`src/rtl/sdcmd_pkg.sv`:
```
package sdcmd_pkg;

    localparam int CMD_BITS        = 11;
    localparam int IDX_BITS        = 6;
    localparam int WORD_BITS       = 32;
    localparam int RSP_SHORT_BYTES = 4;
    localparam int RSP_LONG_BYTES  = 16;
    localparam int RSP_WORDS       = RSP_LONG_BYTES / 4;
    localparam int RSP_FLAT_BITS   = RSP_LONG_BYTES * 8;
    // counter saturates one past the long length to mark "too many"
    localparam int CNT_W           = $clog2(RSP_LONG_BYTES + 2);

    // bit 10 start, 9 hold, 8 interrupt mode, 7 long, 6 expect, 5:0 index
    typedef struct packed {
        logic                start;
        logic                hold;
        logic                irq_mode;
        logic                long_rsp;
        logic                want_rsp;
        logic [IDX_BITS-1:0] index;
    } cmd_fields_t;

    typedef enum logic [1:0] {
        OUT_NONE = 2'd0,
        OUT_SENT = 2'd1,
        OUT_RSP  = 2'd2,
        OUT_TMO  = 2'd3
    } outcome_e;

    typedef enum logic {
        ST_IDLE = 1'b0,
        ST_WAIT = 1'b1
    } ctrl_state_e;

    function automatic outcome_e judge_reply(
        input logic             want,
        input logic             long_rsp,
        input logic             no_rsp,
        input logic [CNT_W-1:0] n
    );
        outcome_e r;
        if (no_rsp)
            r = OUT_TMO;
        else if (!want)
            r = OUT_SENT;
        else if (n == CNT_W'(RSP_LONG_BYTES))
            r = OUT_RSP;
        else if (n == CNT_W'(RSP_SHORT_BYTES) && !long_rsp)
            r = OUT_RSP;
        else
            r = OUT_TMO;
        return r;
    endfunction

    // word k of the reply: byte 4k lands in bits 31:24
    function automatic logic [WORD_BITS-1:0] be_word(
        input logic [RSP_FLAT_BITS-1:0] flat,
        input int                       k
    );
        return flat[(RSP_WORDS-1-k)*WORD_BITS +: WORD_BITS];
    endfunction

endpackage

```
`src/rtl/sdcmd_ctrl.sv`:
```
module sdcmd_ctrl
    import sdcmd_pkg::*;
#(
    parameter int RSP_WAIT_MAX = 1024
) (
    input  logic                 clk,
    input  logic                 rst,
    input  logic                 cmd_wr,
    input  logic [CMD_BITS-1:0]  cmd_word,
    input  logic [WORD_BITS-1:0] cmd_arg,
    input  logic                 card_done,
    input  logic                 card_no_rsp,
    input  logic [CNT_W-1:0]     byte_cnt,
    output logic [CMD_BITS-1:0]  cmd_stored,
    output logic [WORD_BITS-1:0] arg_stored,
    output logic                 waiting,
    output logic                 start_evt,
    output logic                 commit,
    output outcome_e             outcome
);

    localparam int WAIT_W = $clog2(RSP_WAIT_MAX + 1);

    ctrl_state_e       state_q;
    cmd_fields_t       cmd_q;
    cmd_fields_t       wr_f;
    logic [WAIT_W-1:0] wait_cnt;
    logic              accept;
    logic              expired;

    assign wr_f      = cmd_fields_t'(cmd_word);
    assign accept    = cmd_wr && (state_q == ST_IDLE);
    assign start_evt = accept && wr_f.start && !wr_f.hold;
    assign expired   = (wait_cnt == WAIT_W'(RSP_WAIT_MAX - 1));
    assign commit    = (state_q == ST_WAIT) && (card_done || expired);

    always_comb begin
        if (card_done)
            outcome = judge_reply(cmd_q.want_rsp, cmd_q.long_rsp, card_no_rsp, byte_cnt);
        else
            outcome = OUT_TMO;
    end

    always_ff @(posedge clk) begin
        if (rst) begin
            state_q    <= ST_IDLE;
            cmd_q      <= '0;
            arg_stored <= '0;
            wait_cnt   <= '0;
        end else begin
            case (state_q)
                ST_IDLE: begin
                    if (accept) begin
                        cmd_q       <= wr_f;
                        cmd_q.start <= wr_f.start && !wr_f.hold;
                        arg_stored  <= cmd_arg;
                    end
                    if (start_evt) begin
                        state_q  <= ST_WAIT;
                        wait_cnt <= '0;
                    end
                end
                ST_WAIT: begin
                    if (commit) begin
                        state_q     <= ST_IDLE;
                        cmd_q.start <= 1'b0;
                    end else begin
                        wait_cnt <= wait_cnt + 1'b1;
                    end
                end
                default: state_q <= ST_IDLE;
            endcase
        end
    end

    assign cmd_stored = CMD_BITS'(cmd_q);
    assign waiting    = (state_q == ST_WAIT);

endmodule

```
`src/rtl/sdcmd_rsp_gather.sv`:
```
module sdcmd_rsp_gather
    import sdcmd_pkg::*;
(
    input  logic                     clk,
    input  logic                     rst,
    input  logic                     clear,
    input  logic                     capture,
    input  logic [7:0]               in_byte,
    output logic [CNT_W-1:0]         byte_cnt,
    output logic [RSP_FLAT_BITS-1:0] flat
);

    always_ff @(posedge clk) begin
        if (rst || clear)
            byte_cnt <= '0;
        else if (capture && byte_cnt <= CNT_W'(RSP_LONG_BYTES))
            byte_cnt <= byte_cnt + 1'b1;
    end

    for (genvar i = 0; i < RSP_LONG_BYTES; i++) begin : g_slot
        logic [7:0] slot_q;
        always_ff @(posedge clk) begin
            if (rst)
                slot_q <= '0;
            else if (capture && byte_cnt == CNT_W'(i))
                slot_q <= in_byte;
        end
        assign flat[(RSP_LONG_BYTES-1-i)*8 +: 8] = slot_q;
    end

endmodule

```
`src/rtl/sdcmd_rsp_regs.sv`:
```
module sdcmd_rsp_regs
    import sdcmd_pkg::*;
(
    input  logic                     clk,
    input  logic                     rst,
    input  logic                     commit,
    input  outcome_e                 outcome,
    input  logic [CNT_W-1:0]         byte_cnt,
    input  logic [RSP_FLAT_BITS-1:0] flat,
    output logic [WORD_BITS-1:0]     words [RSP_WORDS]
);

    logic load;
    logic full_len;

    assign load     = commit && (outcome == OUT_RSP);
    assign full_len = (byte_cnt == CNT_W'(RSP_LONG_BYTES));

    for (genvar k = 0; k < RSP_WORDS; k++) begin : g_word
        logic [WORD_BITS-1:0] nxt;
        always_comb begin
            if (k == 0)
                nxt = be_word(flat, k);
            else if (!full_len)
                nxt = '0;
            else if (k == RSP_WORDS - 1)
                nxt = be_word(flat, k) & ~WORD_BITS'(1);
            else
                nxt = be_word(flat, k);
        end
        always_ff @(posedge clk) begin
            if (rst)
                words[k] <= '0;
            else if (load)
                words[k] <= nxt;
        end
    end

endmodule

```
`src/rtl/sdcmd_status.sv`:
```
module sdcmd_status
    import sdcmd_pkg::*;
(
    input  logic     clk,
    input  logic     rst,
    input  logic     commit,
    input  outcome_e outcome,
    output logic     st_sent,
    output logic     st_rsp_end,
    output logic     st_timeout
);

    always_ff @(posedge clk) begin
        if (rst) begin
            st_sent    <= 1'b0;
            st_rsp_end <= 1'b0;
            st_timeout <= 1'b0;
        end else begin
            st_sent    <= commit && (outcome == OUT_SENT);
            st_rsp_end <= commit && (outcome == OUT_RSP);
            st_timeout <= commit && (outcome == OUT_TMO);
        end
    end

endmodule

```
`src/rtl/card_cmd_unit.sv`:
```
module card_cmd_unit
    import sdcmd_pkg::*;
#(
    parameter int RSP_WAIT_MAX = 1024
) (
    input  logic                 clk,
    input  logic                 rst,
    input  logic                 cmd_wr,
    input  logic [10:0]          cmd_word,
    input  logic [31:0]          cmd_arg,
    output logic [10:0]          cmd_stored,
    output logic                 busy,
    output logic                 card_req,
    output logic [5:0]           card_index,
    output logic [31:0]          card_arg,
    input  logic                 card_byte_vld,
    input  logic [7:0]           card_byte,
    input  logic                 card_done,
    input  logic                 card_no_rsp,
    output logic [31:0]          rsp_w0,
    output logic [31:0]          rsp_w1,
    output logic [31:0]          rsp_w2,
    output logic [31:0]          rsp_w3,
    output logic                 st_sent,
    output logic                 st_rsp_end,
    output logic                 st_timeout
);

    logic                     waiting;
    logic                     start_evt;
    logic                     commit;
    outcome_e                 outcome;
    logic [CNT_W-1:0]         byte_cnt;
    logic [RSP_FLAT_BITS-1:0] flat;
    logic [WORD_BITS-1:0]     words [RSP_WORDS];
    logic                     capture;

    sdcmd_ctrl #(.RSP_WAIT_MAX(RSP_WAIT_MAX)) u_ctrl (
        .clk        (clk),
        .rst        (rst),
        .cmd_wr     (cmd_wr),
        .cmd_word   (cmd_word),
        .cmd_arg    (cmd_arg),
        .card_done  (card_done),
        .card_no_rsp(card_no_rsp),
        .byte_cnt   (byte_cnt),
        .cmd_stored (cmd_stored),
        .arg_stored (card_arg),
        .waiting    (waiting),
        .start_evt  (start_evt),
        .commit     (commit),
        .outcome    (outcome)
    );

    // bytes arriving with the done strobe are not part of the reply
    assign capture = waiting && card_byte_vld && !card_done;

    sdcmd_rsp_gather u_gather (
        .clk     (clk),
        .rst     (rst),
        .clear   (start_evt),
        .capture (capture),
        .in_byte (card_byte),
        .byte_cnt(byte_cnt),
        .flat    (flat)
    );

    sdcmd_rsp_regs u_regs (
        .clk     (clk),
        .rst     (rst),
        .commit  (commit),
        .outcome (outcome),
        .byte_cnt(byte_cnt),
        .flat    (flat),
        .words   (words)
    );

    sdcmd_status u_status (
        .clk       (clk),
        .rst       (rst),
        .commit    (commit),
        .outcome   (outcome),
        .st_sent   (st_sent),
        .st_rsp_end(st_rsp_end),
        .st_timeout(st_timeout)
    );

    assign busy       = waiting;
    assign card_req   = waiting;
    assign card_index = cmd_stored[IDX_BITS-1:0];
    assign rsp_w0     = words[0];
    assign rsp_w1     = words[1];
    assign rsp_w2     = words[2];
    assign rsp_w3     = words[3];

endmodule

```
`config.mk`:
```
export PLATFORM = sky130hd
export DESIGN_NAME = card_cmd_unit
export DESIGN_NICKNAME = d
export VERILOG_FILES = /design/src/rtl/sdcmd_pkg.sv /design/src/rtl/sdcmd_ctrl.sv /design/src/rtl/sdcmd_rsp_gather.sv /design/src/rtl/sdcmd_rsp_regs.sv /design/src/rtl/sdcmd_status.sv /design/src/rtl/card_cmd_unit.sv
export SDC_FILE = /design/constraint.sdc
export NUM_CORES = 1
export LEC_CHECK = 0
export ABC_AREA = 0
export BUFFER_PORTS_ARGS = -buffer_cell sky130_fd_sc_hd__buf_2
export CAP_MARGIN = 20
export CORE_UTILIZATION = 45
export DETAILED_ROUTE_END_ITERATION = 8
export PLACE_DENSITY = 0.78
export SETUP_SLACK_MARGIN = 0.2
export SLEW_MARGIN = 15
export SYNTH_ARGS = -nofsm -noshare
export SYNTH_HDL_FRONTEND = slang
export SYNTH_HIERARCHICAL = 1
export SYNTH_SLANG_ARGS = --single-unit
```
`constraint.sdc`:
```
create_clock -name clk -period 5.4 [get_ports clk]
set_input_delay 0.81 -clock clk [delete_from_list [all_inputs] [get_ports clk]]
set_output_delay 0.81 -clock clk [all_outputs]
set_load 0.02 [all_outputs]
```
# Word level (Yosys, flattened, before mapping)
# Index checks and enable logic that the tools add are counted.
# totals
regBits,319
inputBits,57
out_inout_bits,182
word_cells,115
# op_classes
add_sub_neg,2
magnitude_cmp,1
n_eq_ne,24
n_mux,17
bitwise_logic,1
n_reduce_logical,37
# op_table
cell,n
32-bit two-way mux,3
"5-bit by 4-bit == test with 1-bit output, second input constant",8
11-bit two-way mux,3
1-bit logical AND,28
11-bit one-hot mux with 2 select lines,1
"5-bit by 3-bit == test with 1-bit output, second input constant",4
"11-bit by 1-bit adder with 11-bit output, second input constant",1
"11-bit by 10-bit == test with 1-bit output, second input constant",1
"5-bit by 2-bit == test with 1-bit output, second input constant",2
2-bit two-way mux,4
"2-bit by 1-bit inequality test with 1-bit output, second input constant",3
2-bit AND reduction,3
"5-bit by 1-bit adder with 5-bit output, second input constant",1
"5-bit by 1-bit == test with 1-bit output, second input constant",1
"5-bit == test, second input constant",1
"5-bit <= comparator, second input constant",1
5-bit zero test,1
"2-bit == test, second input constant",2
1-bit two-way mux,4
1-bit one-hot mux with 2 select lines,2
1-bit zero test,3
"2-bit by 1-bit == test with 1-bit output, second input constant",1
1-bit logical OR,2
"2-bit inequality test, second input constant",1
1-bit NOT,1

# Logic depth before layout (Yosys ltp)
# logic_depth
ltp_word,9
ltp_mapped,11
mapped_depth_nobuf,7

# Modules after synthesis
# The synthesis kept the hierarchy.
# by_module_without_submodules
mod,instances,cells_per_inst,area_per_inst_um2,seq_area_each_um2
sdcmd_rsp_regs,1,576,5408.9,2542.4
sdcmd_rsp_gather,1,488,5305.1,2662.6
sdcmd_ctrl,1,271,2190.9,1101.1
sdcmd_status,1,6,96.3,60.1
card_cmd_unit,1,8,61.3,0.0

# Worst setup path before layout
# No wires, ideal clock.
# synth_timing
path_type,input port to flip-flop
start,in card_no_rsp
end,reg u_regs/words[65] (netlist bit)
setup_ns,0.067
arrival_ns,2.165
t_required_ns,5.333
path_slack_ns,3.168
stages,7
n_path_buf,3
path_cell_list,or3b_2 -> nand3b_1 -> buf_2 -> buf_2 -> buf_1 -> nand3b_1 -> o21ai_2
# synth_between
elab_chain_cells,4
# synth_lines
element,line,rtl
from (decl),card_cmd_unit.sv:19,"input logic card_no_rsp,"
2-bit two-way mux,sdcmd_pkg.sv:42,if (no_rsp)
2-bit two-way mux,sdcmd_ctrl.sv:38,if (card_done)
2-bit == test,sdcmd_rsp_regs.sv:16,assign load = commit && (outcome == OUT_RSP);
1-bit logical AND,sdcmd_rsp_regs.sv:16,
"to (signal, indexed assignment)",sdcmd_rsp_regs.sv:35,words[k] <= nxt;
to (decl),sdcmd_rsp_regs.sv:10,output logic [WORD_BITS-1:0] words [RSP_WORDS]
# Every way passes these cells.
# A chain may end at the register's enable or synchronous reset.

# Final worst setup path
# layout_timing
start,reg u_ctrl.wait_cnt[0]
end,reg u_regs/words[10] (netlist bit)
# layout_between
elab_chain_cells,4
# layout_lines
element,line,rtl
from (decl),sdcmd_ctrl.sv:27,logic [WAIT_W-1:0] wait_cnt;
from (signal assigned),sdcmd_ctrl.sv:68,wait_cnt <= wait_cnt + 1'b1;
11-bit by 10-bit == test with 1-bit output,sdcmd_ctrl.sv:34,assign expired = (wait_cnt == WAIT_W'(RSP_WAIT_MAX - 1));
1-bit logical OR,sdcmd_ctrl.sv:35,assign commit = (state_q == ST_WAIT) && (card_done || expired);
1-bit logical AND,sdcmd_ctrl.sv:35,
net commit,card_cmd_unit.sv:31,logic commit;
1-bit logical AND,sdcmd_rsp_regs.sv:16,
# The timed path passes the listed nets, and every way through them passes these cells.

==> results.txt <==
Status: complete, no violations
Max stage delay on crit path: 630 ps
Place WS: 1879 ps
Gate power share: 4.7%
# rows: 61
Setup tns final: 0 ps
Number of port buffers: 237
Die Height: 172.2 um
Initial Util: 46.26%
Clock tree from TritonCTS: yes
Residual DRC: 0
NetSw: 0.001102 W
CP Buf/Inv Count: 2
Hold_buf cts: 0
Post-CTS setup buffers: 0
Sw Share: 22.47%
Final Slew Violations: 0
CTS root buf: clkbuf_16
Die W: 172.2 um
Mapped cell area: 13030 um^2
WP data required: 5760 ps
TritonRoute pass-1 iters: 5
Measured slew at the worst slew-check pin: 1119 ps
Tcrit/Tclk final: 62.19%
Worst hold slack: 449.6 ps
Worst Path Arrival: 3710 ps
HP Class: register to register
Pwr dens: 320.1 nW/um^2
Critical Path Slowest Stage Cell: nand3b_1
Share of total power in sequential cells: 48.4%
Max VDD drop: 0.2212 mV
Mean Syn Cell Area: 9.687 um^2
H-tree depth: 2
Dpl cell area: 14170 um^2
Via density: 5.215
Routed via count: 9965
Final Setup Violations: 0
Initial DRC Count: 734
Clk_skew: 18.09 ps
Reg clk slew, reported paths: 60 ps
Design Area, Final: 15320 um^2
Num CTS Buffers: 35
I/O pin total: 239
Synthesized instance count: 1345
Syn Nets: 1409
Crit. End Element: register
Core ar.: 28160 um^2
CTS Sinks: 317
First-pass GRT wire length: 49.66 mm
RSZ-0062 raised after global routing: false
CTS max path bufs: 3
Antenna viol nets, final: 0
Crit Path Max Fanout: 70
Clock power share: 46.9%
Post-layout net count: 1573
Total gr overflow: 0
Number of global-route vias before repair: 9445
Post-CTS Resized: 0
GRT Total Usage: 21.31%
Hpwl dp: 19.83 mm
Share of cells above drive strength 1: 24.87%
Clk_lat worst skew: 520 ps
Crit path kind: register to register
Leak: 6.622 nW
RD Place Congestion: 0.8396
FMAX: 0.2978 GHz
Max cap viols: 0
Initial antenna violation count: 1
Die area: 29640 um^2
Area growth from synthesis to layout: 17.58%
CP Launch Type: register
Final Hold Vio Count: 0
Max_slew headroom: 25.43%
Worst-path cell chain: ha_1 > and3_1 > a31oi_1 > nor2b_1 > nand3b_1 > buf_4 > buf_16 > nand3b_1 > o21ai_0
WL per Instance: 16.85 um
Final WL: 32.21 mm
Largest net degree at the start of global routing: 237
Top delay family on crit path: simple AND/OR/NAND/NOR gates
Tmin final: 3358 ps
Cell internal pwr: 0.003802 W
Yosys warnings: 6
Worst path most repeated cell: nand3b_1
Final WS setup: 2042 ps
==> worst min-delay path, stage by stage, from the launching register on <==
cell	delay, ps
dfxtp_1	300
nand2_1	50
a21oi_1	50
==> flip-flops by register name, summed over array words and instances (netlist names) <==
name / cells
u_ctrl/arg_stored: 32
u_ctrl/cmd_stored: 11
u_ctrl/wait_cnt: 11
u_ctrl/waiting: 1
u_gather/byte_cnt: 5
u_gather/g_slot.slot_q: 127
u_regs/words: 127
u_status/st_rsp_end: 1
u_status/st_sent: 1
u_status/st_timeout: 1
==> per-layer routing <==
metal,global-route usage [%],share of wire [%],up-vias
li1,-,-,4928
met1,26.58,44,4697
met2,35.38,46,286
met3,5.493,6.9,54
met4,7.657,2.7,0
met5,0,0,-
==> cells in the final DEF, fill, tap and decap left out, types with 6 or more instances in the layout <==
| cell type | count |
|---|---|
| a21oi_1 | 88 |
| buf_2 | 236 |
| buf_4 | 6 |
| clkbuf_16 | 36 |
| clkbuf_8 | 6 |
| clkinv_2 | 7 |
| dfxtp_1 | 317 |
| ha_1 | 7 |
| mux2i_1 | 121 |
| nand2_1 | 165 |
| nand2b_1 | 136 |
| nand3_1 | 20 |
| nand3_2 | 14 |
| nand3b_1 | 192 |
| o21ai_0 | 50 |
| o21ai_2 | 50 |
==> power by group through the flow <==
stage / logic, W / registers [W] / clock network [W]
finish: 0.000232 / 0.00237 / 0.00230
global route: 0.000249 / 0.00237 / 0.00245
CTS: 0.000232 / 0.00237 / 0.00236
detailed placement: 0.000232 / 0.00242 / 0
global placement: 0.000229 / 0.00242 / 0
floorplan: 0.000134 / 0.00244 / 0
==> stage by stage <==
| stage | utilization (%) | cells | power (W) |
|---|---|---|---|
| final | 54.40 | 1911 | 0.004904 |
| after global routing | 54.39 | 1910 | 0.005068 |
| after CTS | 54.29 | 1909 | 0.004963 |
| after detailed placement | 50.31 | 1849 | 0.002655 |
| after global placement | 50.31 | 1849 | 0.002651 |
| after floorplan | - | 1345 | 0.002578 |
==> final cells by class <==
type                            instances  area (um^2)
Antenna cell                            1        2.502
Clock buffer                           46        998.5
Clock inverter                         14        122.6
Fill cell                            2492        12840
Inverter                                5        18.77
Multi-Input combinational cell        905         6070
Sequential cell                       317         6346
Tap cell                              378        473.0
Timing Repair Buffer                  245         1289
==> final timing paths <==
kind	to	cells after the start	slack, ps	start
worst max-delay path	u_regs/words[10]$_SDFFE_PP0P_	9	2040	u_ctrl/wait_cnt[0]$_SDFFE_PP0P_
worst min register to register	u_ctrl/arg_stored[22]$_SDFFE_PP0P_	2	450	u_ctrl/arg_stored[22]$_SDFFE_PP0P_
worst max register to register	u_regs/words[10]$_SDFFE_PP0P_	9	2040	u_ctrl/wait_cnt[0]$_SDFFE_PP0P_
worst min-delay path	u_ctrl/arg_stored[22]$_SDFFE_PP0P_	2	450	u_ctrl/arg_stored[22]$_SDFFE_PP0P_
Note: power is estimated with default switching activity, not from simulation.
